`src/rtl/dcw_pkg.sv`:
```
package dcw_pkg;

  localparam int WORD_BYTES = 4;
  localparam int LEN_W      = 16;
  localparam int ST_W       = 32;
  localparam int ST_DONE    = 31;
  localparam int ST_BUSERR  = 3;

  // control word field positions (decoded by the serial side as well)
  localparam int F_DIR      = 0;
  localparam int F_MODE_LO  = 1;
  localparam int F_HOLD     = 8;
  localparam int F_LEN_LO   = 16;

  typedef struct packed {
    logic [LEN_W-1:0] len;
    logic             hold;
    logic [2:0]       mode;
    logic             dir;
  } dcw_ctrl_t;

  typedef enum logic [3:0] {
    S_IDLE,
    S_FETCH_DATA,
    S_FETCH_NEXT,
    S_FETCH_CTRL,
    S_ANNOUNCE,
    S_MEM_RD,
    S_TX,
    S_RX,
    S_MEM_WR,
    S_STEP
  } dcw_state_e;

  function automatic dcw_ctrl_t dcw_unpack(input logic [31:0] w);
    dcw_ctrl_t c;
    c.dir  = w[F_DIR];
    c.mode = w[F_MODE_LO +: 3];
    c.hold = w[F_HOLD];
    c.len  = w[F_LEN_LO +: LEN_W];
    return c;
  endfunction

  // whole words covering len bytes
  function automatic logic [LEN_W-1:0] dcw_words(input logic [LEN_W-1:0] len);
    logic [LEN_W:0] s;
    s = {1'b0, len} + (LEN_W+1)'(WORD_BYTES - 1);
    return {1'b0, s[LEN_W:2]};
  endfunction

endpackage

```
`src/rtl/dcw_ctrl_decode.sv`:
```
module dcw_ctrl_decode
  import dcw_pkg::*;
(
  input  logic [31:0]      word,
  output dcw_ctrl_t        ctrl,
  output logic [LEN_W-1:0] words
);
  always_comb begin
    ctrl  = dcw_unpack(word);
    words = dcw_words(ctrl.len);
  end
endmodule

```
`src/rtl/dcw_cursor.sv`:
```
module dcw_cursor
  import dcw_pkg::*;
#(
  parameter int AW = 32
) (
  input  logic             clk,
  input  logic             rst_n,
  input  logic             load,
  input  logic [AW-1:0]    load_ptr,
  input  logic [LEN_W-1:0] load_words,
  input  logic             step,
  output logic [AW-1:0]    ptr,
  output logic [LEN_W-1:0] left,
  output logic             is_last,
  output logic             empty
);
  localparam logic [AW-1:0] STRIDE = AW'(WORD_BYTES);

  always_ff @(posedge clk or negedge rst_n) begin
    if (!rst_n) begin
      ptr  <= '0;
      left <= '0;
    end else if (load) begin
      ptr  <= load_ptr;
      left <= load_words;
    end else if (step) begin
      ptr  <= ptr + STRIDE;
      left <= left - 1'b1;
    end
  end

  assign is_last = (left == LEN_W'(1));
  assign empty   = (left == '0);
endmodule

```
`src/rtl/dcw_status.sv`:
```
module dcw_status
  import dcw_pkg::*;
(
  input  logic            clk,
  input  logic            rst_n,
  input  logic            set_done,
  input  logic            set_err,
  input  logic [ST_W-1:0] clr,
  output logic [ST_W-1:0] status,
  output logic            irq
);
  logic [ST_W-1:0] set_vec;

  always_comb begin
    set_vec            = '0;
    set_vec[ST_DONE]   = set_done;
    set_vec[ST_BUSERR] = set_err;
  end

  always_ff @(posedge clk or negedge rst_n) begin
    if (!rst_n) status <= '0;
    else        status <= (status & ~clr) | set_vec;
  end

  assign irq = |status;
endmodule

```
`src/rtl/dcw_chain_walker.sv`:
```
module dcw_chain_walker
  import dcw_pkg::*;
#(
  parameter int AW = 32
) (
  input  logic          clk,
  input  logic          rst_n,
  input  logic          start_valid,
  input  logic [AW-1:0] start_addr,
  input  logic [31:0]   int_clr,
  output logic [31:0]   int_status,
  output logic          irq,
  output logic          busy,
  output logic [AW-1:0] cur_desc_addr,
  output logic [AW-1:0] cur_mem_addr,
  output logic          mem_req,
  output logic          mem_we,
  output logic [AW-1:0] mem_addr,
  output logic [31:0]   mem_wdata,
  input  logic          mem_ack,
  input  logic          mem_err,
  input  logic [31:0]   mem_rdata,
  output logic          cfg_valid,
  output logic          cfg_dir,
  output logic [2:0]    cfg_mode,
  output logic          cfg_hold,
  output logic [15:0]   cfg_len,
  output logic          tx_valid,
  input  logic          tx_ready,
  output logic [31:0]   tx_data,
  output logic          tx_last,
  input  logic          rx_valid,
  output logic          rx_ready,
  input  logic [31:0]   rx_data
);
  localparam logic [AW-1:0] OFS_NEXT = AW'(WORD_BYTES);
  localparam logic [AW-1:0] OFS_CTRL = AW'(2 * WORD_BYTES);

  dcw_state_e       state, state_nx;
  logic [AW-1:0]    desc_q, data_base_q, next_q;
  dcw_ctrl_t        ctrl_q, ctrl_dec;
  logic [LEN_W-1:0] words_dec;
  logic [31:0]      buf_q;

  // named events
  logic acc_ok, acc_fail, tx_fire, rx_fire, chain_end, go;
  logic cur_load, cur_step, cur_last, cur_empty;
  logic [LEN_W-1:0] cur_left;

  assign acc_ok    = mem_req && mem_ack && !mem_err;
  assign acc_fail  = mem_req && mem_ack && mem_err;
  assign tx_fire   = tx_valid && tx_ready;
  assign rx_fire   = rx_valid && rx_ready;
  assign chain_end = (state == S_STEP) && !ctrl_q.hold;
  assign go        = (state == S_IDLE) && start_valid;

  dcw_ctrl_decode u_dec (
    .word  (mem_rdata),
    .ctrl  (ctrl_dec),
    .words (words_dec)
  );

  assign cur_load = (state == S_FETCH_CTRL) && acc_ok;
  assign cur_step = ((state == S_TX) && tx_fire) ||
                    ((state == S_MEM_WR) && acc_ok);

  dcw_cursor #(.AW(AW)) u_cur (
    .clk        (clk),
    .rst_n      (rst_n),
    .load       (cur_load),
    .load_ptr   (data_base_q),
    .load_words (words_dec),
    .step       (cur_step),
    .ptr        (cur_mem_addr),
    .left       (cur_left),
    .is_last    (cur_last),
    .empty      (cur_empty)
  );

  dcw_status u_st (
    .clk      (clk),
    .rst_n    (rst_n),
    .set_done (chain_end),
    .set_err  (acc_fail),
    .clr      (int_clr),
    .status   (int_status),
    .irq      (irq)
  );

  always_comb begin
    state_nx = state;
    case (state)
      S_IDLE:       if (start_valid) state_nx = S_FETCH_DATA;
      S_FETCH_DATA: if (acc_ok) state_nx = S_FETCH_NEXT;
      S_FETCH_NEXT: if (acc_ok) state_nx = S_FETCH_CTRL;
      S_FETCH_CTRL: if (acc_ok) state_nx = S_ANNOUNCE;
      S_ANNOUNCE: begin
        if (cur_empty)       state_nx = S_STEP;
        else if (ctrl_q.dir) state_nx = S_MEM_RD;
        else                 state_nx = S_RX;
      end
      S_MEM_RD:     if (acc_ok) state_nx = S_TX;
      S_TX:         if (tx_fire) state_nx = cur_last ? S_STEP : S_MEM_RD;
      S_RX:         if (rx_fire) state_nx = S_MEM_WR;
      S_MEM_WR:     if (acc_ok) state_nx = cur_last ? S_STEP : S_RX;
      S_STEP:       state_nx = ctrl_q.hold ? S_FETCH_DATA : S_IDLE;
      default:      state_nx = S_IDLE;
    endcase
    if (acc_fail) state_nx = S_IDLE;
  end

  always_ff @(posedge clk or negedge rst_n) begin
    if (!rst_n) begin
      state       <= S_IDLE;
      desc_q      <= '0;
      data_base_q <= '0;
      next_q      <= '0;
      ctrl_q      <= '0;
      buf_q       <= '0;
    end else begin
      state <= state_nx;
      if (go) desc_q <= start_addr;
      if ((state == S_STEP) && ctrl_q.hold) desc_q <= next_q;
      if ((state == S_FETCH_DATA) && acc_ok) data_base_q <= mem_rdata;
      if ((state == S_FETCH_NEXT) && acc_ok) next_q <= mem_rdata;
      if (cur_load) ctrl_q <= ctrl_dec;
      if ((state == S_MEM_RD) && acc_ok) buf_q <= mem_rdata;
      if (rx_fire) buf_q <= rx_data;
    end
  end

  always_comb begin
    mem_req  = 1'b0;
    mem_we   = 1'b0;
    mem_addr = cur_mem_addr;
    case (state)
      S_FETCH_DATA: begin mem_req = 1'b1; mem_addr = desc_q; end
      S_FETCH_NEXT: begin mem_req = 1'b1; mem_addr = desc_q + OFS_NEXT; end
      S_FETCH_CTRL: begin mem_req = 1'b1; mem_addr = desc_q + OFS_CTRL; end
      S_MEM_RD:     mem_req = 1'b1;
      S_MEM_WR:     begin mem_req = 1'b1; mem_we = 1'b1; end
      default: ;
    endcase
  end

  assign mem_wdata     = buf_q;
  assign busy          = (state != S_IDLE);
  assign cur_desc_addr = desc_q;
  assign cfg_valid     = (state == S_ANNOUNCE);
  assign cfg_dir       = ctrl_q.dir;
  assign cfg_mode      = ctrl_q.mode;
  assign cfg_hold      = ctrl_q.hold;
  assign cfg_len       = ctrl_q.len;
  assign tx_valid      = (state == S_TX);
  assign tx_data       = buf_q;
  assign tx_last       = (state == S_TX) && cur_last;
  assign rx_ready      = (state == S_RX);

  logic unused_ok;
  assign unused_ok = ^cur_left;
endmodule

```
`config.mk`:
```
export PLATFORM = sky130hd
export DESIGN_NAME = dcw_chain_walker
export DESIGN_NICKNAME = d
export VERILOG_FILES = /design/src/rtl/dcw_pkg.sv /design/src/rtl/dcw_ctrl_decode.sv /design/src/rtl/dcw_cursor.sv /design/src/rtl/dcw_status.sv /design/src/rtl/dcw_chain_walker.sv
export SDC_FILE = /design/constraint.sdc
export NUM_CORES = 1
export LEC_CHECK = 0
export ABC_CLOCK_PERIOD_IN_PS = 2410
export BUFFER_PORTS_ARGS = -buffer_cell sky130_fd_sc_hd__buf_4
export CAP_MARGIN = 10
export CELL_PAD_IN_SITES_DETAIL_PLACEMENT = 2
export CELL_PAD_IN_SITES_GLOBAL_PLACEMENT = 2
export CORE_ASPECT_RATIO = 0.6
export CORE_MARGIN = 10
export CORE_UTILIZATION = 31
export CTS_CLUSTER_DIAMETER = 150
export DETAILED_ROUTE_END_ITERATION = 6
export PLACE_DENSITY = 0.88
export SLEW_MARGIN = 0
export SYNTH_ARGS = -nofsm -noshare
export SYNTH_HDL_FRONTEND = slang
export SYNTH_SLANG_ARGS = --single-unit
```
`constraint.sdc`:
```
create_clock -name clk -period 2.41 [get_ports clk]
set_clock_uncertainty 0.05 [all_clocks]
set_input_delay 0.1205 -clock clk [delete_from_list [all_inputs] [get_ports clk]]
set_output_delay 0.1205 -clock clk [all_outputs]
set_load 0.005 [all_outputs]
```
# After elaboration in Yosys (flattened, before gate mapping)
# Index checks and enable logic that the tools add are counted.
# word_totals
ff_bits,233
in_bits,135
out_inout_bits,221
word_cells,91
# op_classes
n_addsub,5
n_eq_ne,18
n_mux,26
n_bitwise,3
n_reduce_logical,27
# ops
op,n
$mux W32,6
$pmux W32 S3,1
$add A32 B3 Y32 const B,2
$mux W4,12
$pmux W4 S10,1
$add A32 B4 Y32 const B,1
$and A32 B32 Y32,1
$mux W16,2
$not A32 Y32,1
$or A32 B32 Y32,1
$reduce_or A32 Y1,1
$ne A3 B3 Y1 const B,6
$add A16 B2 Y17 const B,1
$eq A16 B1 Y1 const B,1
$eq A4 B3 Y1 const B,4
$logic_not A16 Y1,1
$sub A16 B1 Y16 const B,1
$logic_and A1 B1 Y1,15
$eq A4 B2 Y1 const B,2
$eq A4 B4 Y1 const B,2
$reduce_and A8 Y1,1
$ne A3 B1 Y1 const B,2
$reduce_bool A2 Y1,3
$reduce_or A5 Y1,1
other kinds (7),10

# Depth between registers and ports, before layout
# Gate-level depths: netlist (run 1).
# logic_depth
depth_word,9
ltp_mapped,9
mapped_depth_nobuf,7

# By module
# Synthesis (run 1) repeated with hierarchy kept, for this count alone.
# hier_totals
hier_cells,1267
hier_area_um2,12436.9
# modules_own_cells
mod,n_inst,cells_per_inst,area_each_um2,seq_area_each_um2
dcw_chain_walker,1,822,8171.6,3828.7
dcw_cursor,1,305,2721.4,1201.2
dcw_status,1,77,1086.0,800.8
dcw_ctrl_decode,1,63,457.9,0.0

# Worst setup path after synthesis (run 1)
# No wires, ideal clock.
# synth_timing
path_type,register -> register
startpoint,register u_cur.left[0]
endpoint,register u_cur.left[12]
setup_time_ps,138
arrival_time_ps,1892
required_ps,2222
path_slack_ps,331
path_stages_with_launch,8
period_less_slack_ps,2079
cell_sequence,dfrtp_1 > inv_1 > ha_1 > or3b_2 > or3_1 > and3_1 > o21ai_1 > o211ai_1
# synth_between
elab_chain_len,3
# synth_rtl
item,line,source
from (decl),dcw_cursor.sv:13,"output logic [LEN_W-1:0] left,"
from (signal assigned),dcw_cursor.sv:25,left <= load_words;
from (signal assigned),dcw_cursor.sv:28,left <= left - 1'b1;
$sub A16 B1 Y16,dcw_cursor.sv:28,
$mux W16,dcw_cursor.sv:26,end else if (step) begin
$mux W16,dcw_cursor.sv:23,end else if (load) begin
# No other way between the ends. The select of a mux whose other input is x is not followed.
# A chain may end at the register's enable or synchronous reset.

# Worst setup path in the final report (run 1)
# layout_timing
startpoint,"register desc_q[3], in the netlist cur_desc_addr[3]"
endpoint,output mem_addr[8]
# layout_between
elab_chain_len,2
elab_cells_between_ends,3
# layout_rtl
item,line,source
from (decl),dcw_chain_walker.sv:40,"logic [AW-1:0] desc_q, data_base_q, next_q;"
from (signal assigned),dcw_chain_walker.sv:122,if (go) desc_q <= start_addr;
from (signal assigned),dcw_chain_walker.sv:123,if ((state == S_STEP) && ctrl_q.hold) desc_q <= next_q;
$add A32 B4 Y32 / $add A32 B3 Y32 (equally long branches),"dcw_chain_walker.sv:139, dcw_chain_walker.sv:138",
$pmux W32 S3 *,dcw_chain_walker.sv:136,case (state)
to (decl),dcw_chain_walker.sv:18,"output logic [AW-1:0] mem_addr,"
# Mark *: on every way between the ends. The rest lies on a longest branch, timed or not.

==> results of run 1 <==
[kinds of logic (layout without fill, tap and decap cells)]
kind of cell               Yosys count  in the layout  synth area share
AOI/OAI and AO/OA                  235            236             0.126
xor gates and xnor gates            46             46            0.0330
adders and majority gates            6              6           0.00614
buffers and inverters              129            721            0.0531
DFF                                233            233             0.477
muxes                               99             99            0.0873
other                                0              6                 0
and+or+nand+nor                    528            528             0.217
[registers in the layout, summed over array words and instances (netlist names)]
signal         count
cfg_dir            1
cfg_hold           1
cfg_len           16
cfg_mode           3
cur_desc_addr     32
data_base_q       32
mem_wdata         32
next_q            32
state              4
u_cur.left        16
u_cur.ptr         32
u_st.status       32
[metrics by stage]
| step | setup TNS (ps) | setup WS (ps) |
|---|---|---|
| 2_1_floorplan | 0 | 331 |
| 3_3_place_gp | 0 | 164 |
| 3_5_place_dp | 0 | 40.8 |
| 4_1_cts | -2080 | -197 |
| 5_1_grt | -11650 | -670 |
| 6_report | -11290 | -704 |
[timing repair]
item,4_1_cts,5_1_grt
hold buffers,130,0
setup buffers,36,39
cloned,0,1
setup endpoints to repair,32,101
pin swaps,40,50
gates resized for setup,114,112
endpoints found under the hold margin,424,0
[path summary, 6_finish.rpt]
| check | from | endpoint | slack (ps) | depth (start not counted) |
|---|---|---|---|---|
| setup reg to reg | u_cur.ptr[4]$_DFFE_PN0P_ | u_cur.ptr[29]$_DFFE_PN0P_ | -300 | 5 |
| hold / removal | mem_rdata[24] | cfg_len[8]$_DFFE_PN0P_ | 30 | 3 |
| max in group asynchronous | rst_n | cur_desc_addr[8]$_DFFE_PN0P_ | 1410 | 3 |
| setup / recovery | cur_desc_addr[3]$_DFFE_PN0P_ | mem_addr[8] | -700 | 7 |
| hold reg to reg | cfg_len[5]$_DFFE_PN0P_ | cfg_len[5]$_DFFE_PN0P_ | 430 | 2 |
| min in group asynchronous | rst_n | mem_wdata[10]$_DFFE_PN0P_ | 60 | 2 |
[cell usage in the layout (no fill, tap or decap), drive strengths merged, types with 33 or more instances in the layout]
cell type | synthesis | final
buf | 53 | 527
dfrtp | 233 | 233
nand2 | 224 | 224
dlygate4sd3 | 0 | 130
nor2 | 82 | 82
o21ai | 63 | 63
mux2 | 61 | 61
a21oi | 52 | 52
clkbuf | 55 | 40
mux2i | 38 | 38
nor2b | 38 | 38
a22oi | 33 | 34
nand3 | 33 | 33
[per-layer routing]
layer	up-vias	track usage
li1	5657	-
met1	7529	0.366
met2	1108	0.520
met3	428	0.0636
met4	2	0.113
met5	-	0
[power groups by stage]
stage          registers [mW]  clock network, mW  logic [mW]
6_report                 7.78               4.28        14.5
5_1_grt                  7.86               4.43        14.9
4_1_cts                  7.30               4.12        11.9
3_5_place_dp             7.28                  0        10.5
3_3_place_gp             7.06                  0        10.0
2_1_floorplan            6.81                  0        4.62
[area by class of cell]
cell class | instances | area [sq um]
Clock inverter | 3 | 42.5
Inverter | 21 | 86.3
Sequential cell | 233 | 5850
Antenna cell | 6 | 15.0
Fill cell | 3972 | 19500
Tap cell | 522 | 653
Timing Repair Buffer | 658 | 5550
Multi-Input combinational cell | 915 | 6510
Clock buffer | 39 | 791
[worst register-to-register path, stage by stage (launching register included)]
cell and delay, ps:
dfrtp_1 600, nand3_1 330, or2_2 500, nor4_1 600, o21ai_0 260, a21bo_2 260
==> summary.txt, run 1 <==
Drt
  – Met2 WL: between 40 and 50 mm
  – TritonRoute pass-1 iters: 7
  – Highest metal used: met5
  – Post-DRT Antenna Nets: 0
  – Iteration-0 DRC Markers: 1,551
  – Vias per cell: about 6.1
  – DRC: 1
  – Metal1 wirelength: roughly 33 mm
  – WL/cell: 36.8 um
  – Drt total wl: 88.3 mm
  – Met3 wire len: 6.99 mm
  – Total number of vias: 14,700

Outcome
  – Failing checks: design-rule violations, negative setup slack
  – Status: finished with violations

Critical path
  – Endpoint class of the critical path: output port
  – Crit path max-delay family: simple AND/OR/NAND/NOR gates
  – Crit-path cells: buf_6, ha_4, mux2_4, nand2_1, nor4_1, a221o_1, buf_6
  – Crit Path Class: flop to output port
  – Crit path DAT: 2940 ps
  – Critical path's slowest cell: nor4_1
  – CP required: approximately 2200 ps
  – Nature of the critical path startpoint: flop
  – Slowest cell delay on critical path: 750 ps
  – Crit Path Max Fanout: 4
  – WP buf/inv: 2
  – Most used cell, CP: buf_6

Cells and area
  – Layout Utilization: 0.500
  – Post-layout nets: 1,996
  – Post-route design area: 19,500 sq um
  – Final cell count without fillers: 2,397
  – Area Overhead vs Synth: 59.5%
  – Fraction of layout cells with a size suffix above 1: 0.417

Timing
  – WHS: 34.1 ps
  – RSZ-0062 raised after global routing: true
  – Final worst-path cycle share: 1.29
  – Final Hold Fails: 0
  – Worst Max-Slew Pin Slew: ~950 ps
  – Max Clk Rate: 321 MHz
  – Max Slew Vio Count: 0
  – Slew margin rel.: 0.362
  – Final worst slack: -704 ps
  – Final setup fails: 67
  – Min Clock Period, post-route: 3110 ps

Floorplan
  – Row count: 56
  – Die Wd: 276 um
  – Initial Utilization: 0.313
  – Ports: 356
  – Core area: 39,000 sq um
  – Die footprint: 48,000 sq um
  – Die height: 174 um

Synthesis
  – Most used DFF post-synth: dfrtp_1
  – Ys async rst share: 1.00
  – Seq/Total Area, Yosys: 0.477
  – Most common cell in the netlist: dfrtp_1
  – YS warnings: 0
  – Mapped Nets: 1,417
  – Synthesized area: 12,200 sq um
  – Syn Area/Cell: 9.58 sq um
  – FF+latch count, synth: 233
  – Area contributors post-synth: dfrtp_1, nand2_1, mux2_2
  – Unique masters post-synth: 77
  – EDFF count, synth: 0
  – Top cells by count, synth: dfrtp_1, nand2_1, nor2_1
  – Share of the synthesized area in the top cell type: 0.477
  – Area leader, netlist: dfrtp_1
  – Cells after Synth: between 1,000 and 1,500

CTS
  – CTS Buffer Depth: 3
  – Clock transition at path regs: 70 ps
  – Clk Latency, worst-skew pair: 570 ps
  – Clock Sinks: 233
  – CTS tree: done
  – Clk root buf: clkbuf_16
  – H-tree depth: 1
  – CTS Buf Count: 26

Power
  – Combinational power share: 0.546
  – Cell internal pwr: roughly 14 mW
  – Pleak: 9.18 nW
  – VDD IR max: 0.000594 V
  – Clock power share: 0.161
  – Tot Pwr: 26.6 mW
  – Seq pwr share: 0.293
  – PwrDens: 1360 nW/um^2
  – Switch Pwr: 12.3 mW
  – Sw Share: 0.463

Place
  – Gpl congestion: roughly 0.92
  – Instance area at placement: around 16,000 sq um
  – HPWL after DPL: between 40 and 50 mm
  – Placed cell count: 2,145
  – I/O Buffers: 355

Global routing
  – First-pass GRT wire length: 112 mm
  – Initial antenna violation count: 4
  – Vias in the first global route: 15,400
  – Congestion Overflow GR: 0
  – GRT Total Usage: 0.302
  – Largest net degree at the start of global routing: 60

Worst hold path
  – Min-delay worst type: primary input to flop

Flow run
  – Max-cap viol count: 0
(Power assumes the default switching activity.)
==> run 2, diff against run 1 <==
--- a/config.mk
+++ b/config.mk
@@ -11,10 +11,12 @@
 export CELL_PAD_IN_SITES_DETAIL_PLACEMENT = 2
 export CELL_PAD_IN_SITES_GLOBAL_PLACEMENT = 2
 export CORE_ASPECT_RATIO = 0.6
-export CORE_MARGIN = 10
+export CORE_MARGIN = 1
 export CORE_UTILIZATION = 31
 export CTS_CLUSTER_DIAMETER = 150
+export CTS_CLUSTER_SIZE = 12
 export DETAILED_ROUTE_END_ITERATION = 6
+export MAX_ROUTING_LAYER = met4
 export PLACE_DENSITY = 0.88
 export SLEW_MARGIN = 0
 export SYNTH_ARGS = -nofsm -noshare
==> summary.txt, run 2 (synthesis results as in run 1) <==
Outcome
  – Status: finished with violations
  – Failing checks: negative hold slack, negative setup slack

Critical path
  – RR Startpoint: state[0]$_DFFE_PN0P_
  – FF-to-FF End: u_cur.ptr[10]$_DFFE_PN0P_
  – Endpoint class of the critical path: output port
  – R2r setup slk: -230 ps (+70 ps)
  – R2r worst-path depth: 8 (+3)
  – Crit Path Max Fanout: 10 (+6)
  – Crit path DAT: 2630 ps (-310 ps)
  – CP required: 2240 ps (about the same)
  – Nature of the critical path startpoint: flop
  – Crit Path Class: flop to output port

Floorplan
  – Die height: 156 um (-10%)
  – Initial Utilization: 0.319 (+0.00627)
  – Ports: 356 (unchanged)
  – Die Wd: 258 um (-6.5%)
  – Row count: 55 (-1.8%)
  – Core area: 38,300 sq um (-2.0%)
  – Die footprint: 40,300 sq um (-16%)

Cells and area
  – Fraction of layout cells with a size suffix above 1: 0.401 (-0.0159)
  – Final cell count without fillers: 2,362 (-1.5%)
  – Area Overhead vs Synth: 55.5%
  – Most common cell after layout, fill and taps aside: buf_4
  – Post-layout nets: 1,988 (-0.40%)
  – FILL cells: 3,973 (+0.025%)
  – Most frequent cells in the layout: buf_4, dfrtp_1, nand2_1

Worst hold path
  – Hold path start: rx_valid
  – Hold Path Cell Cnt: 4 (+1)
  – Min-delay worst type: primary input to flop
  – WHS Endpoint: mem_wdata[29]$_DFFE_PN0P_

CTS
  – Clock Sinks: 233 (unchanged)
  – Clk Latency, worst-skew pair: 550 ps (-20 ps)
  – H-tree depth: 1 (unchanged)
  – Clk root buf: clkbuf_16
  – CTS Buffer Depth: 3 (unchanged)
  – Clock transition at path regs: 80 ps (about the same)
  – CTS tree: done
  – CTS Buf Count: 23 (-12%)

Power
  – Clock power share: 0.141 (-0.020)
  – Sw Share: 0.458 (-0.00441)
  – VDD IR max: 0.000583 V (-1.7%)
  – Pleak: 9.01 nW (-1.9%)
  – Seq pwr share: 0.306 (+0.013)
  – Switch Pwr: 11.3 mW (-8.1%)
  – Combinational power share: 0.553 (+0.007)
  – PwrDens: 1300 nW/um^2 (-4.8%)
  – Cell internal pwr: 13.3 mW (-6.5%)

Place
  – Gpl congestion: 0.928 (+0.83%)
  – Pre-CTS setup slack: -69.4 ps (-110 ps)
  – Placed cell count: 2,142 (-0.14%)
  – HPWL after DPL: 43.4 mm (-6.4%)
  – I/O Buffers: 355 (unchanged)

Timing
  – Final Hold Fails: 1 (+1)
  – Worst Max-Slew Pin Slew: 767 ps (-181 ps)
  – Min Clock Period, post-route: 2800 ps (-309 ps)
  – Slew margin rel.: 0.489 (+0.127)
  – Max Clk Rate: 357 MHz (+11%)
  – Final worst-path cycle share: 1.16 (-0.128)
  – Max Slew Vio Count: 0 (unchanged)
  – Final worst slack: -395 ps (+309 ps)
  – Final setup fails: 47 (-30%)
  – WHS: -3.12 ps (-37.2 ps)
  – RSZ-0062 raised after global routing: true

Global routing
  – GRT Total Usage: 0.356 (+0.0543)
  – Congestion Overflow GR: 0 (unchanged)
  – Vias in the first global route: 14,900 (-3.6%)
  – Largest net degree at the start of global routing: 74 (+23%)
  – First-pass GRT wire length: 104 mm (-7.1%)
  – Initial antenna violation count: 2 (-2)

Drt
  – TritonRoute pass-1 iters: 5 (-2)
  – WL/cell: 33.8 um (-8.3%)
  – Total number of vias: 14,100 (-4.3%)
  – Iteration-0 DRC Markers: 1,381 (-11%)
  – Vias per cell: 5.97 (-2.8%)
  – Drt total wl: 79.7 mm (-9.7%)
  – Post-DRT Antenna Nets: 0 (unchanged)
  – DRC: 0 (-1)

Flow run
  – Max-cap viol count: 0 (unchanged)
## run 2: cell type report
type                            instances  area [sq um]  share of cell area
Tap cell                              513           642              0.0338
Sequential cell                       233          5850               0.308
Clock inverter                          1          8.76            0.000461
Clock buffer                           23           576              0.0303
Antenna cell                            3          7.51            0.000395
Timing Repair Buffer                  654          5460               0.288
Multi-Input combinational cell        914          6360               0.335
Inverter                               21          88.8             0.00468
## run 2: metal layers
layer	part of all wire	track usage	wire (um)
met5	0	-	0
met4	0.056	0.124	4440
met3	0.069	0.0582	5480
met2	0.49	0.590	38800
met1	0.39	0.443	31000
## run 2: per-stage QoR
stage / power [mW] / cell area [sq um] / util / hold slack (ps) / setup TNS (ps)
floorplan: 11.4 / 12200 / - / -225 / 0
global placement: 17.0 / 15900 / 0.416 / 79.7 / -4.65
detailed placement: 17.6 / 15900 / 0.416 / 93.3 / -69.4
CTS: 22.3 / 18600 / 0.485 / 0.164 / -1420
global route: 25.2 / 19000 / 0.497 / 3.92 / -9850
finish: 24.6 / 19000 / 0.497 / -3.12 / -9260
## run 2: critical path, stage by stage (launching register included)
cell,delay [ps]
dfrtp_2,410
buf_12,140
nor3b_4,380
buf_6,180
nand2_2,100
nor4_4,300
a31oi_1,140
a31oi_1,240
buf_4,180
## run 2: how the worst max path moves through the flow
stage	start	to
2_1_floorplan	u_cur.left[0]$_DFFE_PN0P_	u_cur.left[12]$_DFFE_PN0P_
5_1_grt	state[2]$_DFFE_PN0P_	mem_addr[28]
3_3_place_gp	state[1]$_DFFE_PN0P_	mem_addr[28]
3_5_place_dp	state[1]$_DFFE_PN0P_	mem_addr[28]
4_1_cts	cur_desc_addr[3]$_DFFE_PN0P_	mem_addr[30]
6_report	state[1]$_DFFE_PN0P_	mem_addr[28]
## run 2: power groups by stage
stage          logic (mW)  registers [mW]  clock network (mW)
6_report             13.6            7.52                3.47
5_1_grt              14.0            7.62                3.60
4_1_cts              11.8            7.14                3.38
3_5_place_dp         10.4            7.17                   0
3_3_place_gp         9.99            7.01                   0
2_1_floorplan        4.62            6.81                   0
## run 2: what timing repair did
item / in CTS / in global routing
hold buffers: 131 / 0
setup buffers: 43 / 19
cloned: 0 / 1
endpoints found under the setup margin: 33 / 87
hold endpoints to repair: 296 / 0
pin swaps: 37 / 39
resized for setup: 107 / 64
